==> src/rtl/tmr_pkg.sv <==
// Shared constants and types for the compare timer channel.
// Assumes a 32-bit register bus with word addresses 0..7.
package tmr_pkg;
    localparam int BUS_W  = 32;
    localparam int ADDR_W = 3;
    localparam int SEL_W  = 3;
    localparam int NSRC   = 3;   // rc match, ra match, overflow

    localparam logic [ADDR_W-1:0] A_CTRL  = 3'd0;
    localparam logic [ADDR_W-1:0] A_MODE  = 3'd1;
    localparam logic [ADDR_W-1:0] A_CMPA  = 3'd2;
    localparam logic [ADDR_W-1:0] A_CMPC  = 3'd3;
    localparam logic [ADDR_W-1:0] A_COUNT = 3'd4;
    localparam logic [ADDR_W-1:0] A_STAT  = 3'd5;
    localparam logic [ADDR_W-1:0] A_MSET  = 3'd6;
    localparam logic [ADDR_W-1:0] A_MCLR  = 3'd7;

    localparam int STAT_RUN_BIT = 8;

    // Mode word, bit 6 down to bit 0.
    typedef struct packed {
        logic             rc_clear;  // bit 6
        logic             ra_set;    // bit 5
        logic             reload;    // bit 4
        logic             stop;      // bit 3
        logic [SEL_W-1:0] clk_sel;   // bits 2:0
    } mode_t;

    // Event vector, bit order matches the status word.
    typedef struct packed {
        logic ovf;   // bit 2
        logic ra;    // bit 1
        logic rc;    // bit 0
    } evt_t;
endpackage

==> src/rtl/tmr_clk_sel.sv <==
// Time-base selector: a free-running prescaler gives NUM_DIV power-of-two
// step strobes; index NUM_DIV routes the external slow strobe; higher
// indices give none. Assumes slow_tick is already synchronous to clk.
module tmr_clk_sel
    import tmr_pkg::*;
#(
    parameter int NUM_DIV  = 4,
    parameter int LOG_BASE = 1,
    parameter int LOG_STEP = 2
) (
    input  logic             clk,
    input  logic             rst_n,
    input  logic             slow_tick,
    input  logic [SEL_W-1:0] sel,
    output logic             tick
);
    localparam int PRE_W = LOG_BASE + LOG_STEP * (NUM_DIV - 1);
    localparam int IDX_W = $clog2(NUM_DIV);

    logic [PRE_W-1:0]   pre_q;
    logic [NUM_DIV-1:0] div_tick;

    // Prescaler counts every master cycle from reset.
    always_ff @(posedge clk) begin
        if (!rst_n) pre_q <= '0;
        else        pre_q <= pre_q + 1'b1;
    end

    // One strobe per divider: prescaler low bits all ones.
    for (genvar k = 0; k < NUM_DIV; k++) begin : g_div
        localparam int LOGK = LOG_BASE + LOG_STEP * k;
        assign div_tick[k] = &pre_q[LOGK-1:0];
    end

    // Pick the selected strobe.
    always_comb begin
        if (sel < SEL_W'(NUM_DIV))       tick = div_tick[sel[IDX_W-1:0]];
        else if (sel == SEL_W'(NUM_DIV)) tick = slow_tick;
        else                             tick = 1'b0;
    end

    // the fastest divider never strobes on two cycles in a row.
    assert_div_alternate_R1: assert property (@(posedge clk) disable iff (!rst_n)
        (sel == '0 && tick) |=> !(sel == '0 && tick));
    // unused selections never step.
    assert_unused_sel_idle_R1: assert property (@(posedge clk) disable iff (!rst_n)
        (sel > SEL_W'(NUM_DIV)) |-> !tick);
endmodule

==> src/rtl/tmr_core.sv <==
// Counter, run state, compare logic and waveform output.
// Assumes control strobes are single-cycle and take precedence over a step.
module tmr_core
    import tmr_pkg::*;
#(
    parameter int CNT_W = 16
) (
    input  logic             clk,
    input  logic             rst_n,
    input  logic             tick,
    input  logic             ctrl_wr,
    input  logic             ctrl_en,
    input  logic             ctrl_dis,
    input  logic             ctrl_trg,
    input  mode_t            mode,
    input  logic [CNT_W-1:0] cmp_a,
    input  logic [CNT_W-1:0] cmp_c,
    output logic [CNT_W-1:0] cnt,
    output logic             running,
    output logic             tioa,
    output evt_t             ev
);
    logic step, rc_hit, ra_hit, full;

    // Step qualifier and match detection on the current count.
    always_comb begin
        step   = running && tick && !ctrl_wr;
        rc_hit = (cnt == cmp_c);
        ra_hit = (cnt == cmp_a);
        full   = &cnt;
        ev.rc  = step && rc_hit;
        ev.ra  = step && ra_hit;
        ev.ovf = step && full;
    end

    // Count and run state: control write first, else a count step.
    always_ff @(posedge clk) begin
        if (!rst_n) begin
            cnt     <= '0;
            running <= 1'b0;
        end else if (ctrl_wr) begin
            if (ctrl_trg) cnt <= '0;
            if (ctrl_dis)                 running <= 1'b0;
            else if (ctrl_en || ctrl_trg) running <= 1'b1;
        end else if (step) begin
            cnt <= (rc_hit && mode.reload) ? '0 : cnt + 1'b1;
            if (rc_hit && mode.stop) running <= 1'b0;
        end
    end

    // Waveform output: C-clear beats A-set on the same step.
    always_ff @(posedge clk) begin
        if (!rst_n)                               tioa <= 1'b0;
        else if (step && rc_hit && mode.rc_clear) tioa <= 1'b0;
        else if (step && ra_hit && mode.ra_set)   tioa <= 1'b1;
    end

    assert_reload_on_rc_R3: assert property (@(posedge clk) disable iff (!rst_n)
        (running && tick && !ctrl_wr && cnt == cmp_c && mode.reload) |=> (cnt == '0));
    assert_stop_on_rc_R4: assert property (@(posedge clk) disable iff (!rst_n)
        (running && tick && !ctrl_wr && cnt == cmp_c && mode.stop) |=> !running);
    assert_hold_when_stopped_R4: assert property (@(posedge clk) disable iff (!rst_n)
        (!running && !ctrl_wr) |=> $stable(cnt));
    assert_disable_wins_R5: assert property (@(posedge clk) disable iff (!rst_n)
        (ctrl_wr && ctrl_dis) |=> !running);
    assert_trigger_zeroes_R5: assert property (@(posedge clk) disable iff (!rst_n)
        (ctrl_wr && ctrl_trg) |=> (cnt == '0));
    assert_rc_clear_wins_R6: assert property (@(posedge clk) disable iff (!rst_n)
        (ev.rc && mode.rc_clear) |=> !tioa);
endmodule

==> src/rtl/tmr_regs.sv <==
// Register bus decode: mode and compare storage, control strobes,
// clear-on-read event flags, interrupt mask and read multiplexer.
// Assumes bus_rd is asserted for exactly the cycle the data is taken.
module tmr_regs
    import tmr_pkg::*;
#(
    parameter int CNT_W = 16
) (
    input  logic              clk,
    input  logic              rst_n,
    input  logic              bus_wr,
    input  logic              bus_rd,
    input  logic [ADDR_W-1:0] bus_addr,
    input  logic [BUS_W-1:0]  bus_wdata,
    output logic [BUS_W-1:0]  bus_rdata,
    output logic              ctrl_wr,
    output logic              ctrl_en,
    output logic              ctrl_dis,
    output logic              ctrl_trg,
    output mode_t             mode,
    output logic [CNT_W-1:0]  cmp_a,
    output logic [CNT_W-1:0]  cmp_c,
    input  logic [CNT_W-1:0]  cnt,
    input  logic              running,
    input  evt_t              ev,
    output logic              irq
);
    logic [NSRC-1:0] flags_q;
    logic [NSRC-1:0] mask_q;
    logic            rd_clr;
    logic            unused_wbits;

    assign unused_wbits = ^bus_wdata;

    // Control strobes decoded straight from the write cycle.
    always_comb begin
        ctrl_wr  = bus_wr && (bus_addr == A_CTRL);
        ctrl_en  = bus_wdata[0];
        ctrl_dis = bus_wdata[1];
        ctrl_trg = bus_wdata[2];
        rd_clr   = bus_rd && (bus_addr == A_STAT);
    end

    // Mode and compare storage.
    always_ff @(posedge clk) begin
        if (!rst_n) begin
            mode  <= '0;
            cmp_a <= '0;
            cmp_c <= '0;
        end else if (bus_wr) begin
            if (bus_addr == A_MODE) mode  <= mode_t'(bus_wdata[$bits(mode_t)-1:0]);
            if (bus_addr == A_CMPA) cmp_a <= bus_wdata[CNT_W-1:0];
            if (bus_addr == A_CMPC) cmp_c <= bus_wdata[CNT_W-1:0];
        end
    end

    // Event flags: a read clears, a same-cycle event re-sets.
    always_ff @(posedge clk) begin
        if (!rst_n) flags_q <= '0;
        else        flags_q <= (rd_clr ? '0 : flags_q) | ev;
    end

    // Interrupt mask with write-one-to-set and write-one-to-clear.
    always_ff @(posedge clk) begin
        if (!rst_n) mask_q <= '0;
        else if (bus_wr && bus_addr == A_MSET) mask_q <= mask_q | bus_wdata[NSRC-1:0];
        else if (bus_wr && bus_addr == A_MCLR) mask_q <= mask_q & ~bus_wdata[NSRC-1:0];
    end

    // Read multiplexer.
    always_comb begin
        bus_rdata = '0;
        case (bus_addr)
            A_MODE:  bus_rdata = BUS_W'(mode);
            A_CMPA:  bus_rdata = BUS_W'(cmp_a);
            A_CMPC:  bus_rdata = BUS_W'(cmp_c);
            A_COUNT: bus_rdata = BUS_W'(cnt);
            A_STAT: begin
                bus_rdata[NSRC-1:0]   = flags_q;
                bus_rdata[STAT_RUN_BIT] = running;
            end
            A_MSET, A_MCLR: bus_rdata = BUS_W'(mask_q);
            default: bus_rdata = '0;
        endcase
    end

    // Interrupt line.
    assign irq = |(flags_q & mask_q);

    assert_read_clears_R7: assert property (@(posedge clk) disable iff (!rst_n)
        (rd_clr && ev == '0) |=> (flags_q == '0));
    assert_event_sticks_R7: assert property (@(posedge clk) disable iff (!rst_n)
        ev.rc |=> flags_q[0]);
    assert_mask_all_clear_R8: assert property (@(posedge clk) disable iff (!rst_n)
        (bus_wr && bus_addr == A_MCLR && &bus_wdata[NSRC-1:0]) |=> (mask_q == '0 && !irq));
endmodule

==> src/rtl/tmr_channel.sv <==
// Top of the compare timer channel: time-base selector, counter core and
// register block. Assumes a single clock domain; slow_tick pre-synchronised.
module tmr_channel
    import tmr_pkg::*;
#(
    parameter int CNT_W    = 16,
    parameter int NUM_DIV  = 4,
    parameter int LOG_BASE = 1,
    parameter int LOG_STEP = 2
) (
    input  logic              clk,
    input  logic              rst_n,
    input  logic              slow_tick,
    input  logic              bus_wr,
    input  logic              bus_rd,
    input  logic [ADDR_W-1:0] bus_addr,
    input  logic [BUS_W-1:0]  bus_wdata,
    output logic [BUS_W-1:0]  bus_rdata,
    output logic              tioa,
    output logic              irq
);
    logic             tick, ctrl_wr, ctrl_en, ctrl_dis, ctrl_trg, running;
    mode_t            mode;
    logic [CNT_W-1:0] cmp_a, cmp_c, cnt;
    evt_t             ev;

    tmr_clk_sel #(.NUM_DIV(NUM_DIV), .LOG_BASE(LOG_BASE), .LOG_STEP(LOG_STEP)) i_clk (
        .clk(clk), .rst_n(rst_n), .slow_tick(slow_tick), .sel(mode.clk_sel), .tick(tick)
    );

    tmr_core #(.CNT_W(CNT_W)) i_core (
        .clk(clk), .rst_n(rst_n), .tick(tick),
        .ctrl_wr(ctrl_wr), .ctrl_en(ctrl_en), .ctrl_dis(ctrl_dis), .ctrl_trg(ctrl_trg),
        .mode(mode), .cmp_a(cmp_a), .cmp_c(cmp_c),
        .cnt(cnt), .running(running), .tioa(tioa), .ev(ev)
    );

    tmr_regs #(.CNT_W(CNT_W)) i_regs (
        .clk(clk), .rst_n(rst_n), .bus_wr(bus_wr), .bus_rd(bus_rd),
        .bus_addr(bus_addr), .bus_wdata(bus_wdata), .bus_rdata(bus_rdata),
        .ctrl_wr(ctrl_wr), .ctrl_en(ctrl_en), .ctrl_dis(ctrl_dis), .ctrl_trg(ctrl_trg),
        .mode(mode), .cmp_a(cmp_a), .cmp_c(cmp_c),
        .cnt(cnt), .running(running), .ev(ev), .irq(irq)
    );
endmodule

==> config.mk <==
export PLATFORM = sky130hd
export DESIGN_NAME = tmr_channel
export DESIGN_NICKNAME = d
export VERILOG_FILES = /design/src/rtl/tmr_pkg.sv /design/src/rtl/tmr_clk_sel.sv /design/src/rtl/tmr_core.sv /design/src/rtl/tmr_regs.sv /design/src/rtl/tmr_channel.sv
export SDC_FILE = /design/constraint.sdc
export NUM_CORES = 1
export LEC_CHECK = 0
export CAP_MARGIN = 20
export CORE_ASPECT_RATIO = 1.4
export CORE_MARGIN = 4
export CORE_UTILIZATION = 53
export DETAILED_ROUTE_END_ITERATION = 16
export PLACE_DENSITY = 0.81
export SYNTH_ARGS = -nofsm -noshare
export SYNTH_HDL_FRONTEND = slang
export SYNTH_SLANG_ARGS = --single-unit
==> constraint.sdc <==
create_clock -name clk -period 2.9 [get_ports clk]
set_input_delay 0.58 -clock clk [delete_from_list [all_inputs] [get_ports clk]]
set_output_delay 0.58 -clock clk [all_outputs]
set_load 0.05 [all_outputs]
==> results of run 1 <==
final cells by class:
cell class / count / share of cell area
clock inverters: 3 / 0.00887
multi-input cells: 375 / 0.473
clock buffers: 13 / 0.0331
inverters: 10 / 0.00783
repair buffers: 64 / 0.160
well taps: 95 / 0.0248
flip-flops and latches: 70 / 0.292
cell families (layout without fill, tap and decap cells):
kind of cell,Yosys count,count (layout),share of synthesized area
flops,70,70,0.357
compound gates,127,127,0.198
buf+inv,67,90,0.0917
fa+ha+maj,4,4,0.0127
simple gates,180,180,0.228
other cells,1,16,0.000955
mux,13,13,0.0331
xor+xnor,35,35,0.0781
worst max-delay path by stage:
stage | depth (start not counted) | from | end
after CTS | 6 | bus_addr[2] | bus_rdata[12]
after global placement | 6 | bus_addr[2] | bus_rdata[12]
final | 6 | bus_addr[2] | bus_rdata[12]
after detailed placement | 6 | bus_addr[2] | bus_rdata[12]
after global routing | 7 | bus_addr[2] | bus_rdata[1]
after floorplan | 6 | bus_addr[1] | bus_rdata[10]
report_power, final:
group,internal [mW],leakage [nW],switching (mW)
clock network,0.444,0.0996,0.366
registers,0.978,0.566,0.0187
logic,0.113,0.999,0.185
total,1.53,1.66,0.570
Yosys cell counts, types with 2 or more instances:
| cell type | n | area share |
|---|---|---|
| a211oi_1 | 3 | 0.0057 |
| a21o_1 | 3 | 0.0057 |
| a21oi_1 | 58 | 0.074 |
| a221oi_1 | 4 | 0.0089 |
| a22o_1 | 3 | 0.0067 |
| a22oi_1 | 15 | 0.029 |
| a311oi_1 | 3 | 0.0067 |
| and2_1 | 7 | 0.011 |
| and3_1 | 3 | 0.0048 |
| and4_1 | 2 | 0.0045 |
| buf_1 | 2 | 0.0019 |
| buf_2 | 10 | 0.013 |
| buf_4 | 17 | 0.032 |
| buf_6 | 4 | 0.011 |
| clkbuf_1 | 22 | 0.021 |
| clkbuf_2 | 2 | 0.0025 |
| dfxtp_1 | 70 | 0.36 |
| ha_1 | 4 | 0.013 |
| inv_1 | 9 | 0.0086 |
| mux2i_1 | 13 | 0.033 |
| nand2_1 | 90 | 0.086 |
| nand2b_1 | 7 | 0.011 |
| nand3_1 | 9 | 0.011 |
| nand3b_1 | 3 | 0.0057 |
| nand4_1 | 10 | 0.016 |
| nor2_1 | 20 | 0.019 |
| nor2b_1 | 5 | 0.0080 |
| nor3b_1 | 3 | 0.0057 |
| o21a_1 | 2 | 0.0038 |
| o21ai_0 | 21 | 0.027 |
| o22ai_1 | 5 | 0.0080 |
| or2_2 | 2 | 0.0032 |
| or3_1 | 2 | 0.0032 |
| or3_2 | 5 | 0.0096 |
| or4_1 | 2 | 0.0038 |
| xnor2_1 | 33 | 0.074 |
| xor2_1 | 2 | 0.0045 |
per-layer routing:
layer,vias to the layer above,wire length [µm]
li1,1750,-
met5,-,0
met3,49,798
met1,1736,4020
met4,0,586
met2,191,5380
state kept, by name, indices dropped and copies added, names as in the netlist, named ones only:
name            cells
i_clk.pre_q         7
i_regs.cmp_a       16
i_regs.cmp_c       16
i_core.running      1
i_regs.flags_q      3
i_core.tioa         1
i_regs.mode         7
i_core.cnt         16
critical path, cell delays in order:
cell,delay (ns)
clkdlybuf4s50_1,0.55
nor2b_2,0.32
buf_4,0.25
a22oi_1,0.09
o21ai_1,0.27
buf_12,0.18
per-stage QoR:
step	setup slack (ns)	hold WS (ns)	TNS, ns
floorplan	-0.00441	0.427	-0.00441
global placement	0.0682	0.450	0
detailed placement	0.0506	0.457	0
CTS	0.0181	0.473	0
global route	0.000951	0.507	0
finish	0.0729	0.465	0
timing repair:
item,in CTS,in global routing
endpoints found under the hold margin,0,0
gates resized for setup,0,3
endpoints found under the setup margin,0,14
==> key figures, run 1 <==
Clock network
  – Setup bufs post-CTS: 0
  – Clock transition at path regs: 0.07 ns
  – Root buffer cell: clkbuf_8
  – TritonCTS Buffers: 9
  – Maximum buffer depth of the clock tree: 2
  – H-tree depth: 3
  – Hold buffers post-CTS: 0
  – Clk Latency, worst-skew pair: 0.35 ns
  – CTS tree: done
  – Clock sinks: 70

Die
  – Initial core utilization: 0.555
  – # rows: 36
  – Core ar.: 7070 µm²
  – Die Wd: 80.8 µm
  – Die Area: 8870 µm²
  – Num ports: 74
  – Die height: 110 µm

STA
  – Worst slew pin tran: 0.746 ns
  – Worst clock skew: 0.00532 ns
  – Fin crit share: 0.975
  – Max-Slew Margin vs Limit: 0.501
  – Pins over their slew limit: 0
  – Setup Viol. Count Final: 0
  – Hold Vio Cnt, Final: 0
  – Unrepaired setup endpoints after global routing: no
  – Final Critical Period: 2.83 ns
  – Highest Clock Rate: 0.354 GHz

Power
  – Pwr Total: 2.10 mW
  – Leak: 1.66 nW
  – Power per cell area: 439 nW/µm²
  – Peak supply drop: 0.000315 V

Finish
  – P&R area growth vs syn: 22.1%
  – Area occupied by multi-input gates: 2270 µm²
  – Final core occ: 0.678
  – Layout cells sized above 1: 0.150
  – Layout Cells excl Fill: 630
  – Post-layout instance area: 4790 µm²
  – Commonest non-fill, non-tap cells in the layout: nand2_1, dfxtp_1, a21oi_1
  – Filler Cells Inserted: 574
  – Commonest non-fill, non-tap cell in the layout: nand2_1
  – NumNets Final: 574
  – Register area: 1400 µm²
  – Ant diodes: 0

Min path
  – Hold Path End: i_clk.pre_q[0]
  – Hold WC Path Type: reg -> reg
  – Min-Delay Path Depth: 1
  – Worst Hold Launch: i_clk.pre_q[0]

Worst setup path
  – Crit path DAT: 2.25 ns
  – Startpoint types: input port
  – RR Startpoint: i_clk.pre_q[0]
  – Reg-to-Reg End: i_core.cnt[7]
  – Setup CP Type: in -> out
  – Worst R2R Path Depth: 9
  – Critical Path RT: 2.32 ns
  – R2r setup slk: 0.50 ns
  – Critical path capture point type: primary output
  – CP max FO: 12

Place
  – Placed wire-length estimate: 7810 µm
  – Placed cells: 614
  – Dpl cell area: 4590 µm²
  – GPL Wtd Cong: 0.900
  – IO Port Bufs: 41

Yosys
  – Async SR Flop Fraction: 0
  – Post-Syn Instances: 497
  – Cell Area, Synth: 3930 µm²
  – Yosys reg bits: 70
  – Synth Area per Inst: 7.90 µm²
  – Sequential element share of the synthesized area: 0.357
  – Post-synth EDFFs: 0
  – Dominant synthesized flop cell: dfxtp_1
  – Post-synth cell types: 59
  – Synthesis warning total: 0

Global route
  – GR Util All Layers: 0.254
  – Met2 Usage GRT: 0.451
  – Gr ovfl total: 0
  – GRT busiest layer: met2
  – Initial antenna violation count: 0
  – M3 GR Usage: 0.0410
  – First-pass GRT wire length: 17200 µm
  – GR Util met1: 0.283
  – Largest net degree at the start of global routing: 39
  – Number of global-route vias before repair: 3548

Route
  – Routed len/inst: 17.1 µm
  – Final wirelength: 10800 µm
  – Via count: 3726
  – Initial drt markers: 411
  – Drc violations: 0
  – Detail Route Antenna Nets: 0
  – DR pass1 iterations: 5
  – Vias per std cell: 5.91

Outcome
  – Outcome: finished clean

Run
  – Max_cap viols: 0
(Power assumes the default switching activity.)
==> run 2, diff against run 1 <==
- CTS_CLUSTER_DIAMETER: not set -> 100
- CTS_CLUSTER_SIZE: not set -> 25
- SYNTH_HIERARCHICAL: not set -> 1
==> run 2 against run 1 <==
Effect of this change:
- routed wire length down 1.3%
- power increased by 6.3%
- utilization shrank 1.9 points
- sequential share of layout area decreased by 0.35 points
- first-iteration DRC count grew 12%
- synthesized cell count is 2.6% lower
- combinational power fell by 7.4%
- via count is 1.5% lower
- setup slack improved by 0.020 ns
- flip-flop and latch count is the same
- critical endpoint is now bus_rdata[5]
- largest power group unchanged
==> key figures, run 2 <==
Clock network
  – Root buffer cell: clkbuf_8
  – H-tree depth: 3
  – TritonCTS Buffers: 9
  – Maximum buffer depth of the clock tree: 2
  – Clock sinks: 70
  – Clock transition at path regs: 0.07 ns
  – Clk Latency, worst-skew pair: 0.35 ns
  – CTS tree: done

STA
  – Unrepaired setup endpoints after global routing: no
  – Worst slew pin tran: 0.788 ns
  – Worst clock skew: 0.00614 ns
  – Max-Slew Margin vs Limit: 0.475
  – Final Critical Period: 2.81 ns
  – Fin crit share: 0.968
  – Setup Viol. Count Final: 0
  – Worst hold slack: 0.490 ns
  – Highest Clock Rate: 0.356 GHz
  – Pins over their slew limit: 0
  – Setup_tns: 0 ns
  – Setup slack after layout: 0.0930 ns
  – Hold Vio Cnt, Final: 0

Outcome
  – Outcome: finished clean

Die
  – Die Area: 9080 µm²
  – Die height: 111 µm
  – Num ports: 74
  – Initial core utilization: 0.547
  – Die Wd: 81.7 µm
  – # rows: 37
  – Core ar.: 7360 µm²

Global route
  – GR Util All Layers: 0.239
  – M3 GR Usage: 0.0472
  – Initial antenna violation count: 0
  – First-pass GRT wire length: 17000 µm
  – Gr ovfl total: 0
  – Largest net degree at the start of global routing: 46
  – GRT busiest layer: met2
  – Number of global-route vias before repair: 3597
  – GR Util met1: 0.268
  – Met2 Usage GRT: 0.426

Worst setup path
  – Crit path DAT: 2.23 ns
  – Startpoint types: input port
  – CP max FO: 25
  – Setup CP Type: in -> out
  – Critical path capture point type: primary output
  – Critical Path RT: 2.32 ns

Route
  – DR pass1 iterations: 6
  – Detail Route Antenna Nets: 0
  – Routed len/inst: 17.0 µm
  – Vias per std cell: 5.85
  – Initial drt markers: 460
  – Final wirelength: 10600 µm
  – Via count: 3671
  – Drc violations: 0

Yosys
  – Post-synthesis adder-cell area fraction: 0.0124
  – Yosys reg bits: 70
  – Multiplexer share of the synthesized area: 0.0618
  – Async SR Flop Fraction: 0
  – Dominant synthesized flop cell: dfxtp_1
  – Synth Area in XOR/XNOR: 0.0935
  – Sequential element share of the synthesized area: 0.348
  – Synthesis warning total: 6
  – Post-synthesis simple-gate area fraction: 0.237
  – Post-Syn Instances: 484
  – Yosys top cell area share: 0.348
  – Post-synth cell types: 62
  – Combinational family with the most area after synthesis: simple AND/OR/NAND/NOR gates
  – Post-synthesis compound-gate area fraction: 0.148
  – Cell Area, Synth: 4030 µm²
  – Top post-synthesis cells by area: dfxtp_1, nand2_1, a21oi_1, xor2_1, buf_4
  – Yosys top cell by area: dfxtp_1
  – Synth top cells by count: nand2_1, dfxtp_1, a21oi_1
  – Post-synth EDFFs: 0
  – Top-count cell post-synth: nand2_1
  – Synth Area per Inst: 8.32 µm²

Finish
  – Layout cells sized above 1: 0.147
  – Commonest non-fill, non-tap cell in the layout: nand2_1
  – Layout Cells excl Fill: 627
  – NumNets Final: 569
  – Post-layout instance area: 4850 µm²
  – Top Registers: i_core/cnt: 16 flops, i_regs/cmp_a: 16 flops, i_regs/cmp_c: 16 flops
  – P&R area growth vs syn: 20.4%
  – Ant diodes: 0
  – Commonest non-fill, non-tap cells in the layout: nand2_1, dfxtp_1, a21oi_1

Power
  – Combinational share of power: 0.123
  – NetSw: 0.562 mW
  – Sequential power share: 0.446
  – Power per cell area: 461 nW/µm²
  – Leak: 1.89 nW
  – Peak supply drop: 0.000296 V
  – Switching Share: 0.251
  – P_int: 1.68 mW
  – Clock power share: 0.431

Run
  – Max_cap viols: 0

Place
  – Placed cells: 611
  – GPL Wtd Cong: 0.986
  – Dpl cell area: 4590 µm²
  – Placed wire-length estimate: 7620 µm
  – IO Port Bufs: 41
  – Place WS: 0.0660 ns

Min path
  – Hold WC Path Type: reg -> reg
-- run 2: changes by cell type after synthesis, moves of 5 or more --
cell | previous run | this run
nand2b_1 | 7 | 2
mux2_2 | 0 | 7
a22oi_1 | 15 | 6
nor2_1 | 20 | 30
xor2_1 | 2 | 23
xnor2_1 | 33 | 20
clkbuf_1 | 22 | 6
or3_2 | 5 | 0
buf_4 | 17 | 25
a21oi_1 | 58 | 45
-- run 2: layer usage --
metal | share of wire | vias up
met3 | 0.063 | 28
met4 | 0.026 | 0
met1 | 0.39 | 1757
met5 | 0 | -
met2 | 0.52 | 166
li1 | - | 1720
-- run 2: cells by family after synthesis --
kind of cell,after synthesis
AND/OR/NAND/NOR,185
AO/OA/AOI/OAI,96
flip-flops,70
buffers and inverters,61
XOR/XNOR,43
multiplexers,24
adder cells (fa/ha/maj),4
other,1
-- run 2: power by group through the flow --
| stage | sequential (mW) | clock [mW] | combinational, mW |
|---|---|---|---|
| after floorplan | 1.01 | 0 | 0.199 |
| after global placement | 1.02 | 0 | 0.262 |
| after detailed placement | 1.02 | 0 | 0.267 |
| after CTS | 0.996 | 0.978 | 0.269 |
| after global routing | 0.998 | 1.01 | 0.291 |
| final | 0.997 | 0.965 | 0.275 |
-- run 2: area by class of cell --
type                       instances  area [µm²]
clock inverter                     5         106
timing repair buffer              64         733
sequential                        70        1400
fill                             586        2510
multi-input combinational        368        2300
clock buffer                      11         141
tap                               97         121
inverter                          12        45.0
-- run 2: per-stage QoR --
stage,util,power (mW)
finish,0.659,2.24
global route,0.659,2.30
CTS,0.657,2.24
detailed placement,0.623,1.29
global placement,0.623,1.28
floorplan,-,1.21
-- run 2: critical path, stage by stage --
cell and delay [ns]:
clkdlybuf4s50_1 0.50, buf_12 0.17, mux2_2 0.35, a22oi_1 0.18, o21ai_0 0.13, buf_4 0.16, buf_12 0.14
-- run 2: worst paths after layout --
| check | from | endpoint | slack (ns) | depth (start not counted) |
|---|---|---|---|---|
| worst max-delay path | bus_addr[0] | bus_rdata[5] | 0.09 | 7 |
| worst min-delay path | i_regs/cmp_c[9] | i_regs/cmp_c[9] | 0.49 | 2 |
| worst max register to register | i_clk/pre_q[0] | i_regs/flags_q[2] | 0.23 | 12 |
| worst min register to register | i_regs/cmp_c[9] | i_regs/cmp_c[9] | 0.49 | 2 |
-- run 2: timing repair --
action,in CTS,in global routing
buffers inserted,0,0
resized for setup,0,4
setup endpoints to repair,0,21
hold buffers,0,0
